**config.mk**
```make
export PLATFORM = sky130hd
export DESIGN_NAME = fir3_cluster
export DESIGN_NICKNAME = d
export VERILOG_FILES = /design/src/rtl/fir3_cluster.sv
export SDC_FILE = /design/constraint.sdc
export NUM_CORES = 1
export LEC_CHECK = 0
export BUFFER_PORTS_ARGS = -buffer_cell sky130_fd_sc_hd__buf_2
export CAP_MARGIN = 20
export CORE_ASPECT_RATIO = 1.1
export CORE_MARGIN = 3
export CORE_UTILIZATION = 50
export CTS_CLUSTER_DIAMETER = 50
export DETAILED_ROUTE_END_ITERATION = 6
export PLACE_DENSITY = 0.79
export RECOVER_POWER = 100
export SETUP_SLACK_MARGIN = 0.3
export SLEW_MARGIN = 40
export SYNTH_ARGS = -nofsm -noshare
export SYNTH_HDL_FRONTEND = slang
export SYNTH_SLANG_ARGS = --single-unit
```
**constraint.sdc**
```tcl
create_clock -name clk -period 6.9 [get_ports clk]
set_input_delay 0.345 -clock clk [delete_from_list [all_inputs] [get_ports clk]]
set_output_delay 0.345 -clock clk [all_outputs]
set_load 0.05 [all_outputs]
```
**src/rtl/fir3_cluster.sv**
```systemverilog
module fir3_cluster #(
  parameter int DW        = 8,
  parameter int CW        = 12,
  parameter int AW        = 24,
  parameter int PHASE_OFS = 0
) (
  input  logic                 clk,
  input  logic                 rst_n,
  input  logic signed [DW-1:0] x_in,
  input  logic                 coef_wr,
  input  logic [1:0]           coef_sel,
  input  logic signed [CW-1:0] coef_data,
  input  logic [AW-1:0]        acc_in_s,
  input  logic [AW-1:0]        acc_in_c,
  output logic [1:0]           phase,
  output logic signed [DW-1:0] bcast_out,
  output logic [AW-1:0]        acc_out_s,
  output logic [AW-1:0]        acc_out_c
);
  localparam int TAPS = 3;
  localparam int BDLY = 4;
  localparam int LW   = CW / 2;
  localparam int HW   = CW - LW;
  localparam logic [1:0] PH0 = 2'(PHASE_OFS % 3);

  logic signed [DW-1:0] xh [BDLY+1];
  logic signed [CW-1:0] shadow [TAPS];
  logic signed [CW-1:0] active [TAPS];
  logic signed [DW-1:0] x_sel;
  logic signed [CW-1:0] c_sel;
  logic [AW-1:0] xs, clo, chi, pp0, pp1;
  logic [AW-1:0] p0, p1, s_w, c_w;
  logic [AW-1:0] add_s, add_c, s1, k1, s_nx, c_nx;

  function automatic logic [2*AW-1:0] csa3(input logic [AW-1:0] a, input logic [AW-1:0] b,
                                           input logic [AW-1:0] d);
    csa3 = {((a & b) | (a & d) | (b & d)) << 1, a ^ b ^ d};
  endfunction

  always_comb begin
    case (phase)
      2'd1:    begin x_sel = xh[0]; c_sel = active[0]; end
      2'd2:    begin x_sel = xh[1]; c_sel = active[1]; end
      default: begin x_sel = xh[2]; c_sel = active[2]; end
    endcase
  end

  assign xs  = {{(AW-DW){x_sel[DW-1]}}, x_sel};
  assign clo = {{(AW-LW){1'b0}}, c_sel[LW-1:0]};
  assign chi = {{(AW-HW){c_sel[CW-1]}}, c_sel[CW-1:LW]};
  assign pp0 = xs * clo;
  assign pp1 = (xs * chi) << LW;

  assign add_s = (phase == 2'd2) ? acc_in_s : s_w;
  assign add_c = (phase == 2'd2) ? acc_in_c : c_w;
  assign {k1, s1}     = csa3(p0, p1, add_s);
  assign {c_nx, s_nx} = csa3(s1, k1, add_c);

  assign bcast_out = xh[BDLY];

  always_ff @(posedge clk or negedge rst_n) begin
    if (!rst_n) begin
      phase <= PH0;
      for (int i = 0; i <= BDLY; i++) xh[i] <= '0;
      for (int i = 0; i < TAPS; i++) begin
        shadow[i] <= '0;
        active[i] <= '0;
      end
      p0 <= '0; p1 <= '0; s_w <= '0; c_w <= '0;
      acc_out_s <= '0; acc_out_c <= '0;
    end else begin
      phase <= (phase == 2'd2) ? 2'd0 : phase + 2'd1;
      if (coef_wr && coef_sel != 2'd3) shadow[coef_sel] <= coef_data;
      if (phase == 2'd0) begin
        xh[0] <= x_in;
        for (int i = 1; i <= BDLY; i++) xh[i] <= xh[i-1];
        for (int i = 0; i < TAPS; i++) active[i] <= shadow[i];
      end
      p0  <= pp0;
      p1  <= pp1;
      s_w <= s_nx;
      c_w <= c_nx;
      if (phase == 2'd2) begin
        acc_out_s <= s_w;
        acc_out_c <= c_w;
      end
    end
  end
endmodule

```
==> results of run 1 <==
## cell families (layout without fill, tap and decap cells)
family                   Yosys count  after routing  share of synthesized area [%]
flip-flops                       237            237                          44.69
other                              1              1                        0.02826
buffers and inverters            133            276                          4.205
AND/OR/NAND/NOR                  148            148                          4.837
multiplexers                     204            204                          17.31
XOR/XNOR                          32             32                          2.112
adder cells (fa/ha/maj)          177            177                          22.80
AO/OA/AOI/OAI                     85             85                          4.026
## worst max-delay path, stage by stage, from the launching register on
cell	delay (ns)
dfrtp_1	0.43
inv_1	0.18
ha_1	0.70
a22oi_1	0.23
a21o_1	0.34
or2_2	0.35
fa_1	0.50
fa_1	0.50
inv_1	0.05
fa_1	0.47
inv_1	0.05
fa_1	0.54
inv_1	0.06
ha_1	0.28
a21oi_1	0.17
o21ai_0	0.16
or4_1	0.41
a31oi_1	0.25
o21ai_0	0.15
xnor2_1	0.15
## layout by cell type, fill, tap and decap left out, types with 16 or more instances in the layout
| cell | count |
|---|---|
| a22oi_1 | 20 |
| nor2_1 | 85 |
| a21oi_1 | 16 |
| inv_1 | 89 |
| ha_1 | 68 |
| fa_1 | 108 |
| xnor2_1 | 25 |
| clkbuf_1 | 73 |
| dfrtp_1 | 237 |
| clkbuf_16 | 27 |
| nand2_1 | 30 |
| mux2_2 | 194 |
| buf_2 | 69 |
| o21ai_0 | 21 |
## report_power, final
group          total, mW  internal, mW  switching, mW  leakage [nW]
clock network       1.30         0.769          0.536         0.404
logic               3.46          1.46           2.00          3.69
registers           2.18          1.90          0.275          2.80
## per-layer routing
| metal | part of all wire [%] | vias up | wire [um] | GRT usage [%] |
|---|---|---|---|---|
| met5 | 0 | - | 0 | 0 |
| met4 | 1.9 | 0 | 477 | 3.550 |
| met3 | 5.3 | 37 | 1357 | 3.042 |
| met2 | 49 | 206 | 12460 | 31.28 |
| met1 | 44 | 4066 | 11130 | 25.26 |
| li1 | - | 3620 | - | - |
## Yosys cell counts, drive strengths merged (6+ instances only)
master,count,area (sq um)
xnor2,25,219.0
clkbuf,6,22.52
fa,108,2162
a22oi,20,150.1
or2,11,68.82
a21oi,16,83.83
dfrtp,237,5931
inv,89,334.1
nor2,85,319.1
nand2b,7,43.79
buf,38,201.4
nand2,30,112.6
a21o,9,67.56
o21ai,29,145.1
ha,69,863.3
xor2,7,61.31
mux2,204,2297
## through the flow
stage	util, %	power (mW)	instances	setup slack, ns	hold slack [ns]
finish	58.17	6.943	1506	0.7901	0.06002
global route	58.17	7.589	1506	0.2867	0.05042
CTS	58.73	7.107	1505	0.9847	0.04087
detailed placement	55.50	5.739	1458	1.030	0.2465
global placement	55.28	5.565	1456	1.057	0.4788
floorplan	-	4.898	1017	1.168	0.04941
## cell type report
cell class / count / area, sq um / area share (%)
clock buffer: 39 / 760.7 / 5.084
clock inverter: 7 / 58.81 / 0.3930
inverter: 89 / 334.1 / 2.233
multi-input combinational: 647 / 6795 / 45.41
sequential: 237 / 5931 / 39.64
tap: 346 / 432.9 / 2.893
timing repair buffer: 141 / 650.6 / 4.348
## worst max-delay path by stage
| stage | startpoint | end | slack (ns) |
|---|---|---|---|
| 6_report | phase[0] | p1[19] | 0.79 |
| 5_1_grt | rst_n | active[15] | 0.29 |
| 4_1_cts | phase[1] | p1[19] | 0.98 |
| 3_5_place_dp | phase[1] | p1[19] | 1.03 |
| 3_3_place_gp | phase[0] | p1[19] | 1.06 |
| 2_1_floorplan | phase[0] | p1[19] | 1.17 |
## flip-flops by register name, summed over array words and instances, names as in the netlist, 14 cells and up
name	flops
p0	15
p1	14
s_w	24
acc_out_c	23
acc_out_s	24
c_w	23
active	36
shadow	36
xh	32
==> summary.txt, run 1 <==
vias per inst -> 5.265
vias in the first global route -> 8518
post-route cell area -> 14960 sq um
CTS Hold Bufs -> 1
Core ar. -> 25720 sq um
Cells after Synth -> 1017
CTS clk-pin slew, worst paths -> 0.06 ns
Die ar. -> 28540 sq um
PD cells -> 464.0 nW/um^2
FF-to-FF path depth -> 19
starting DRC count in detailed routing -> 573
EDFF count, synth -> 0
port bufs -> 129
Hold EP -> xh[36]
#FFs+latches synth -> 237
initial antenna violation count -> 0
CP Data Required Time -> 7.28 ns
Area Growth Syn to Fin -> 12.75%
outcome -> complete, but fails checks
Crit Path Max Fanout -> 20
layout cells sized above 1 -> 27.59%
Most used DFF post-synth -> dfrtp_1
Distinct cells, synth -> 39
launching point of the worst reg2reg path -> phase[0]
syn_area_per_cell -> 13.05 sq um
Worst-Margin Slew -> 3.434 ns
CTS H-tree depth -> 1
Crit Path Class -> reg -> reg
HP Start -> x_in[4]
violated checks -> capacitance limit, slew limit
fin crit share -> 88.55%
first-pass GRT wire length -> 42870 um
WHS Path Cells -> 2
Worst-Skew Late Latency -> 0.52 ns
clock tree buffer depth -> 3
largest net degree at the start of global routing -> 76
residual DRC count -> 0
reg2reg end -> p1[19]
P_leak -> 6.901 nW
RSZ-0062 raised after global routing -> no
Fin. Hold Viols -> 0
via count -> 7929
Routed Antenna Nets -> 0
Hold Path Class -> in -> reg
# fillers -> 2126
Resized Gates After CTS -> 0
R2R setup slack -> 0.79 ns
Slew Viols, Final -> 303
routed len/inst -> 16.88 um
Final min period -> 6.110 ns
f_max -> 163.7 MHz
io pins -> 131
post-CTS setup repair buffer count -> 0
Starting Density -> 51.60%
final setup skew -> 0.01617 ns
Crit. End Element -> register
drt pass-1 iters -> 4
total track usage -> 18.36%
critical path launch point type -> register
Peak VDD IR -> 0.2653 mV
placer's final routability congestion estimate -> 0.8772
Cell Area, Synth -> 13270 sq um
CTS tree -> built
Synth async-reset ratio -> 100.0%
register area share after synthesis -> 44.69%
Layout Nets -> 1393
synthesized net count -> 1267
final setup vio count -> 0
grt ovf -> 0
row count -> 61
CTS sink cnt -> 237
max cap viols -> 6
Slew HR -> -128.9%
Arr. time, crit path -> 6.49 ns
Yosys warning count -> 0
setup TNS -> 0 ns
Total Routed Length -> 25430 um
Post-Place Cell Area -> 14280 sq um
Post-DP HPWL -> 19000 um
root buffer cell -> clkbuf_16
TritonCTS Buffers -> 27
die width -> 161.3 um
ant diodes -> 0
Die Ht -> 176.9 um
Power figures use the tool's default switching activity.
==> inputs of run 2 (changes only) <==
REMOVE_ABC_BUFFERS = 1   (was unset)
==> run 2 against run 1 <==
The flow still finishes with violations (capacitance limit, slew limit). Sequential power about the same. Routed wire length decreased by 5.6%. Clock-buffer cell count decreased by 2. Die area unchanged. Cell area increased by 0.88%. Critical path depth unchanged. Worst hold slack got worse by 0.023 ns. Critical endpoint unchanged. Largest power group unchanged. Highest routed layer unchanged.
==> summary.txt, run 2 (synthesis gave the netlist of run 1 again) <==
Die ar. -> 28540 sq um
Fin. Hold Viols -> 0
Worst-Margin Slew -> 4.550 ns
setup TNS -> 0 ns
multi-input logic area -> 6784 sq um
Slew HR -> -203.3%
initial antenna violation count -> 0
outcome -> complete, but fails checks
layout cells sized above 1 -> 28.15%
total track usage -> 17.79%
port bufs -> 129
fin crit share -> 87.80%
Layout Nets -> 1395
max cap viols -> 4
sequential cell area -> 5931 sq um
routed len/inst -> 15.88 um
post-route cell area -> 15090 sq um
io pins -> 131
violated checks -> capacitance limit, slew limit
top flop regs -> active x36, shadow x36, xh x32
vias in the first global route -> 8484
critical path launch point type -> register
f_max -> 165.1 MHz
# fillers -> 2076
FF-to-FF path depth -> 19
starting DRC count in detailed routing -> 388
CTS clk-pin slew, worst paths -> 0.06 ns
via count -> 7754
Routed Antenna Nets -> 0
Core ar. -> 25720 sq um
Peak VDD IR -> 0.2102 mV
Crit Path Class -> reg -> reg
root buffer cell -> clkbuf_16
TritonCTS Buffers -> 28
WHS Path Cells -> 2
Final min period -> 6.058 ns
CP Data Required Time -> 7.31 ns
Total Routed Length -> 24000 um
Die Ht -> 176.9 um
final setup skew -> 0.01857 ns
PD cells -> 465.7 nW/um^2
first-pass GRT wire length -> 42000 um
RSZ-0062 raised after global routing -> no
Post-DP HPWL -> 17990 um
Arr. time, crit path -> 6.47 ns
Crit. End Element -> register
Area Growth Syn to Fin -> 13.74%
Crit Path Max Fanout -> 45
CTS H-tree depth -> 1
most frequent cells in the layout -> 237 x dfrtp_1, 192 x mux2_2, 108 x fa_1
Slew Viols, Final -> 248
Starting Density -> 51.60%
clock tree buffer depth -> 3
final setup vio count -> 0
Post-Place Cell Area -> 14240 sq um
placer's final routability congestion estimate -> 0.9296
largest net degree at the start of global routing -> 87
ant diodes -> 0
CTS sink cnt -> 237
drt pass-1 iters -> 4
row count -> 61
die width -> 161.3 um
P_leak -> 6.967 nW
most common cell after layout, fill and taps aside -> dfrtp_1
grt ovf -> 0
residual DRC count -> 0
CTS tree -> built
Worst-Skew Late Latency -> 0.54 ns
Hold Path Class -> in -> reg
vias per inst -> 5.132
run 2: final timing paths:
path,startpoint,end,slack (ns)
min in group asynchronous,rst_n,active[2],2.01
worst min register to register,c_w[11],acc_out_c[11],0.49
worst max register to register,phase[0],p1[19],0.84
max in group asynchronous,rst_n,shadow[34],2.36
worst min-delay path,x_in[4],xh[36],0.04
worst max-delay path,phase[0],p1[19],0.84
run 2: final cells by class:
type,instances,share of cell area (%)
Multi-Input combinational cell,647,44.94
Clock inverter,13,1.086
Sequential cell,237,39.29
Tap cell,346,2.868
Inverter,89,2.213
Timing Repair Buffer,142,4.393
Clock buffer,37,5.206
run 2: per-stage QoR:
stage	worst slack [ns]	hold slack, ns	cells	total power [mW]	util (%)
final	0.8420	0.03677	1511	7.030	58.69
after global routing	0.4201	0.02367	1511	7.738	58.69
after CTS	0.9504	0.01383	1511	7.208	59.11
after detailed placement	0.9590	0.3973	1460	5.684	55.38
after global placement	1.104	0.3869	1460	5.533	55.34
after floorplan	0.1449	0.04941	973	4.892	-
run 2: what timing repair did:
action                                 4_1_cts  5_1_grt
hold buffers                                 1        0
resized for setup                            0        0
buffers inserted                             0        0
endpoints found under the hold margin       84        0
run 2: critical path, cell delays in order, from the launching register on:
cell and delay, ns:
dfrtp_1 0.41, inv_1 0.15, ha_2 0.51, o21ai_0 0.85, nor2_1 0.17, fa_1 0.57, inv_1 0.05, fa_1 0.53
inv_1 0.05, fa_1 0.47, inv_1 0.05, fa_1 0.54, inv_1 0.05, ha_1 0.26, a21oi_1 0.15, o21ai_0 0.16
or4_1 0.42, a31oi_1 0.25, o21ai_0 0.15, xnor2_1 0.14
run 2: report_power, final:
part	internal, mW	switching [mW]
Sequential	1.90	0.258
Combinational	1.45	1.95
Clock	0.915	0.557
run 2: per-layer routing:
layer	GRT usage, %	up-vias	part of all wire, %
li1	-	3630	-
met1	23.53	3963	45
met2	31.16	134	50
met3	2.434	27	3.8
met4	4.661	0	1.5
met5	0	-	0
==> inputs of run 3 (changes only) <==
ABC_AREA = 1   (was unset)
==> run 3 against run 2 <==
The run still ends with capacitance limit, slew limit left. Maximum frequency up 3.2%. Sequential share of layout area up 0.10 points. Largest power group unchanged. Via count up 18%. Clock skew down 0.0032 ns. Core utilization down 1.4 points. Final cell count up 23%. Worst hold slack worse by 0.016 ns. Synthesized cell count up 36%. Worst setup slack better by 0.19 ns. Critical path type unchanged. Power down 11%. Critical path depth up 1.
==> summary.txt, run 3 <==
outcome -> complete, but fails checks
violated checks -> capacitance limit, slew limit
Crit. End Element -> register
Layout Nets -> 1736
row count -> 62
residual DRC count -> 0
CTS clk-pin slew, worst paths -> 0.06 ns
clock tree buffer depth -> 3
Total Routed Length -> 26110 um
Crit Path Max Fanout -> 22
vias per inst -> 4.958
syn_area_per_cell -> 9.768 sq um
switching share of total power -> 41.48%
grt ovf -> 0
CTS sink cnt -> 237
Worst-Margin Slew -> 4.062 ns
Core ar. -> 26300 sq um
CP Data Required Time -> 7.32 ns
WHS Path Cells -> 3
Arr. time, crit path -> 6.29 ns
Post-Layout Cell Count -> 1853
top-area cell type share of the netlist area -> 43.97%
Cells after Synth -> 1381
ant diodes -> 0
Die ar. -> 28990 sq um
Starting Density -> 51.29%
Slew Viols, Final -> 514
area leader, netlist -> dfrtp_1
Fin. Hold Viols -> 0
FF-to-FF path depth -> 20
Peak VDD IR -> 0.2176 mV
Resized Gates After CTS -> 0
#FFs+latches synth -> 237
clock group share of total power -> 21.5%
Slew HR -> -170.8%
initial antenna violation count -> 0
Final min period -> 5.872 ns
starting DRC count in detailed routing -> 691
die width -> 162.6 um
Routed Antenna Nets -> 0
Cell Area, Synth -> 13490 sq um
Flop pwr share -> 33.2%
f_max -> 170.3 MHz
cell with the most instances after synthesis -> dfrtp_1
sequential cell area -> 5931 sq um
PD cells -> 416.9 nW/um^2
io pins -> 131
final setup vio count -> 0
most common cell after layout, fill and taps aside -> dfrtp_1
Crit Path Class -> reg -> reg
Synth async-reset ratio -> 100.0%
Die Ht -> 178.3 um
synth top area cells -> dfrtp_1 44%, fa_1 16%, ha_1 6.4%, inv_1 5.8%, nand2_1 5.6%
register area share after synthesis -> 43.97%
Worst-Skew Late Latency -> 0.53 ns
port bufs -> 129
Post-DP HPWL -> 19000 um
final setup skew -> 0.01534 ns
CTS H-tree depth -> 1
drt pass-1 iters -> 7
routed len/inst -> 14.09 um
placer's final routability congestion estimate -> 0.8522
max cap viols -> 6
top flop regs -> active x36, shadow x36, xh x32
pre-CTS setup slack -> 1.177 ns
multi-input logic area -> 6444 sq um
largest net degree at the start of global routing -> 103
layout cells sized above 1 -> 11.13%
vias in the first global route -> 9700
Hold Path Class -> in -> reg
EDFF count, synth -> 0
setup TNS -> 0 ns
total track usage -> 18.94%
internal power -> 3.673 mW
Inst Count DP -> 1811
first-pass GRT wire length -> 45950 um
CTS tree -> built
Final Util -> 57.25%
Post-synth top cells -> 237 x dfrtp_1, 209 x inv_1, 202 x nand2_1, 146 x nor2_1, 128 x o21ai_0
Area Growth Syn to Fin -> 11.60%
# fillers -> 2286
RSZ-0062 raised after global routing -> no
NetSw -> 2.604 mW
P_leak -> 7.477 nW
fin crit share -> 85.11%
Gate power share -> 45.4%
Yosys warning count -> 0
Distinct cells, synth -> 36
TritonCTS Buffers -> 24
via count -> 9187
Most used DFF post-synth -> dfrtp_1
final worst slack -> 1.028 ns
root buffer cell -> clkbuf_16
most frequent cells in the layout -> 237 x dfrtp_1, 211 x inv_1, 202 x nand2_1
critical path launch point type -> register
run 3: area by class of cell:
class	count	share of cell area (%)
clock buffer	33	4.347
clock inverter	8	1.072
inverter	218	5.436
multi-input combinational	869	42.80
sequential	237	39.40
tap	352	2.926
timing repair buffer	136	4.023
run 3: path summary, 6_finish.rpt:
check,startpoint,endpoint,slack (ns)
hold reg to reg,shadow[33],active[33],0.48
max in group asynchronous,rst_n,acc_out_c[22],1.74
hold / removal,x_in[7],xh[39],0.02
setup reg to reg,phase[1],p0[13],1.03
min in group asynchronous,rst_n,xh[15],1.65
setup / recovery,phase[1],p0[13],1.03
run 3: what timing repair did:
action / CTS / global route
setup buffers: 0 / 0
hold buffers: 1 / 0
endpoints found under the hold margin: 70 / 0
run 3: critical path, stage by stage (launching register included):
cell	delay (ns)
dfrtp_1	0.40
inv_1	0.13
ha_4	0.48
inv_1	0.40
a21oi_1	0.24
o21ai_0	0.10
o21ai_0	0.37
nor2_1	0.27
fa_1	0.75
fa_1	0.47
fa_1	0.50
inv_1	0.06
fa_1	0.50
inv_1	0.04
ha_1	0.33
a21oi_1	0.24
o21ai_0	0.12
a21oi_1	0.18
nand2_1	0.07
nand2_1	0.05
nand2_1	0.04
run 3: logic make-up (layout without fill, tap and decap cells):
| group | after synthesis | after routing | synth area share (%) |
|---|---|---|---|
| and+or+nand+nor | 387 | 387 | 11.37 |
| xor gates and xnor gates | 21 | 21 | 1.364 |
| buffers and inverters | 275 | 395 | 8.357 |
| adders and majority gates | 177 | 177 | 22.43 |
| AOI/OAI and AO/OA | 251 | 251 | 9.814 |
| other | 1 | 1 | 0.02780 |
| DFF | 237 | 237 | 43.97 |
| muxes | 32 | 32 | 2.671 |
run 3: power by group through the flow:
| stage | clock (mW) | sequential (mW) | combinational [mW] |
|---|---|---|---|
| final | 1.35 | 2.08 | 2.85 |
| after global placement | 0 | 2.09 | 2.77 |
| after detailed placement | 0 | 2.10 | 2.91 |
| after CTS | 1.39 | 2.08 | 2.94 |
| after global routing | 1.44 | 2.13 | 3.31 |
| after floorplan | 0 | 2.53 | 1.76 |
run 3: metal layers:
layer | track usage (%) | up-vias | wire, um
met5 | 0 | - | 0
met2 | 32.31 | 171 | 12640
met4 | 4.124 | 0 | 497
met1 | 26.22 | 4478 | 11810
met3 | 2.531 | 33 | 1166
li1 | - | 4505 | -
run 3: per-stage QoR:
step / hold slack, ns / power [mW] / cell area (sq um)
6_report: 0.02056 / 6.277 / 15050
5_1_grt: 0.02814 / 6.874 / 15050
4_1_cts: 0.007731 / 6.410 / 15200
3_3_place_gp: 0.3426 / 4.861 / 14360
3_5_place_dp: 0.3437 / 5.016 / 14370
2_1_floorplan: 0.04941 / 4.293 / 13180
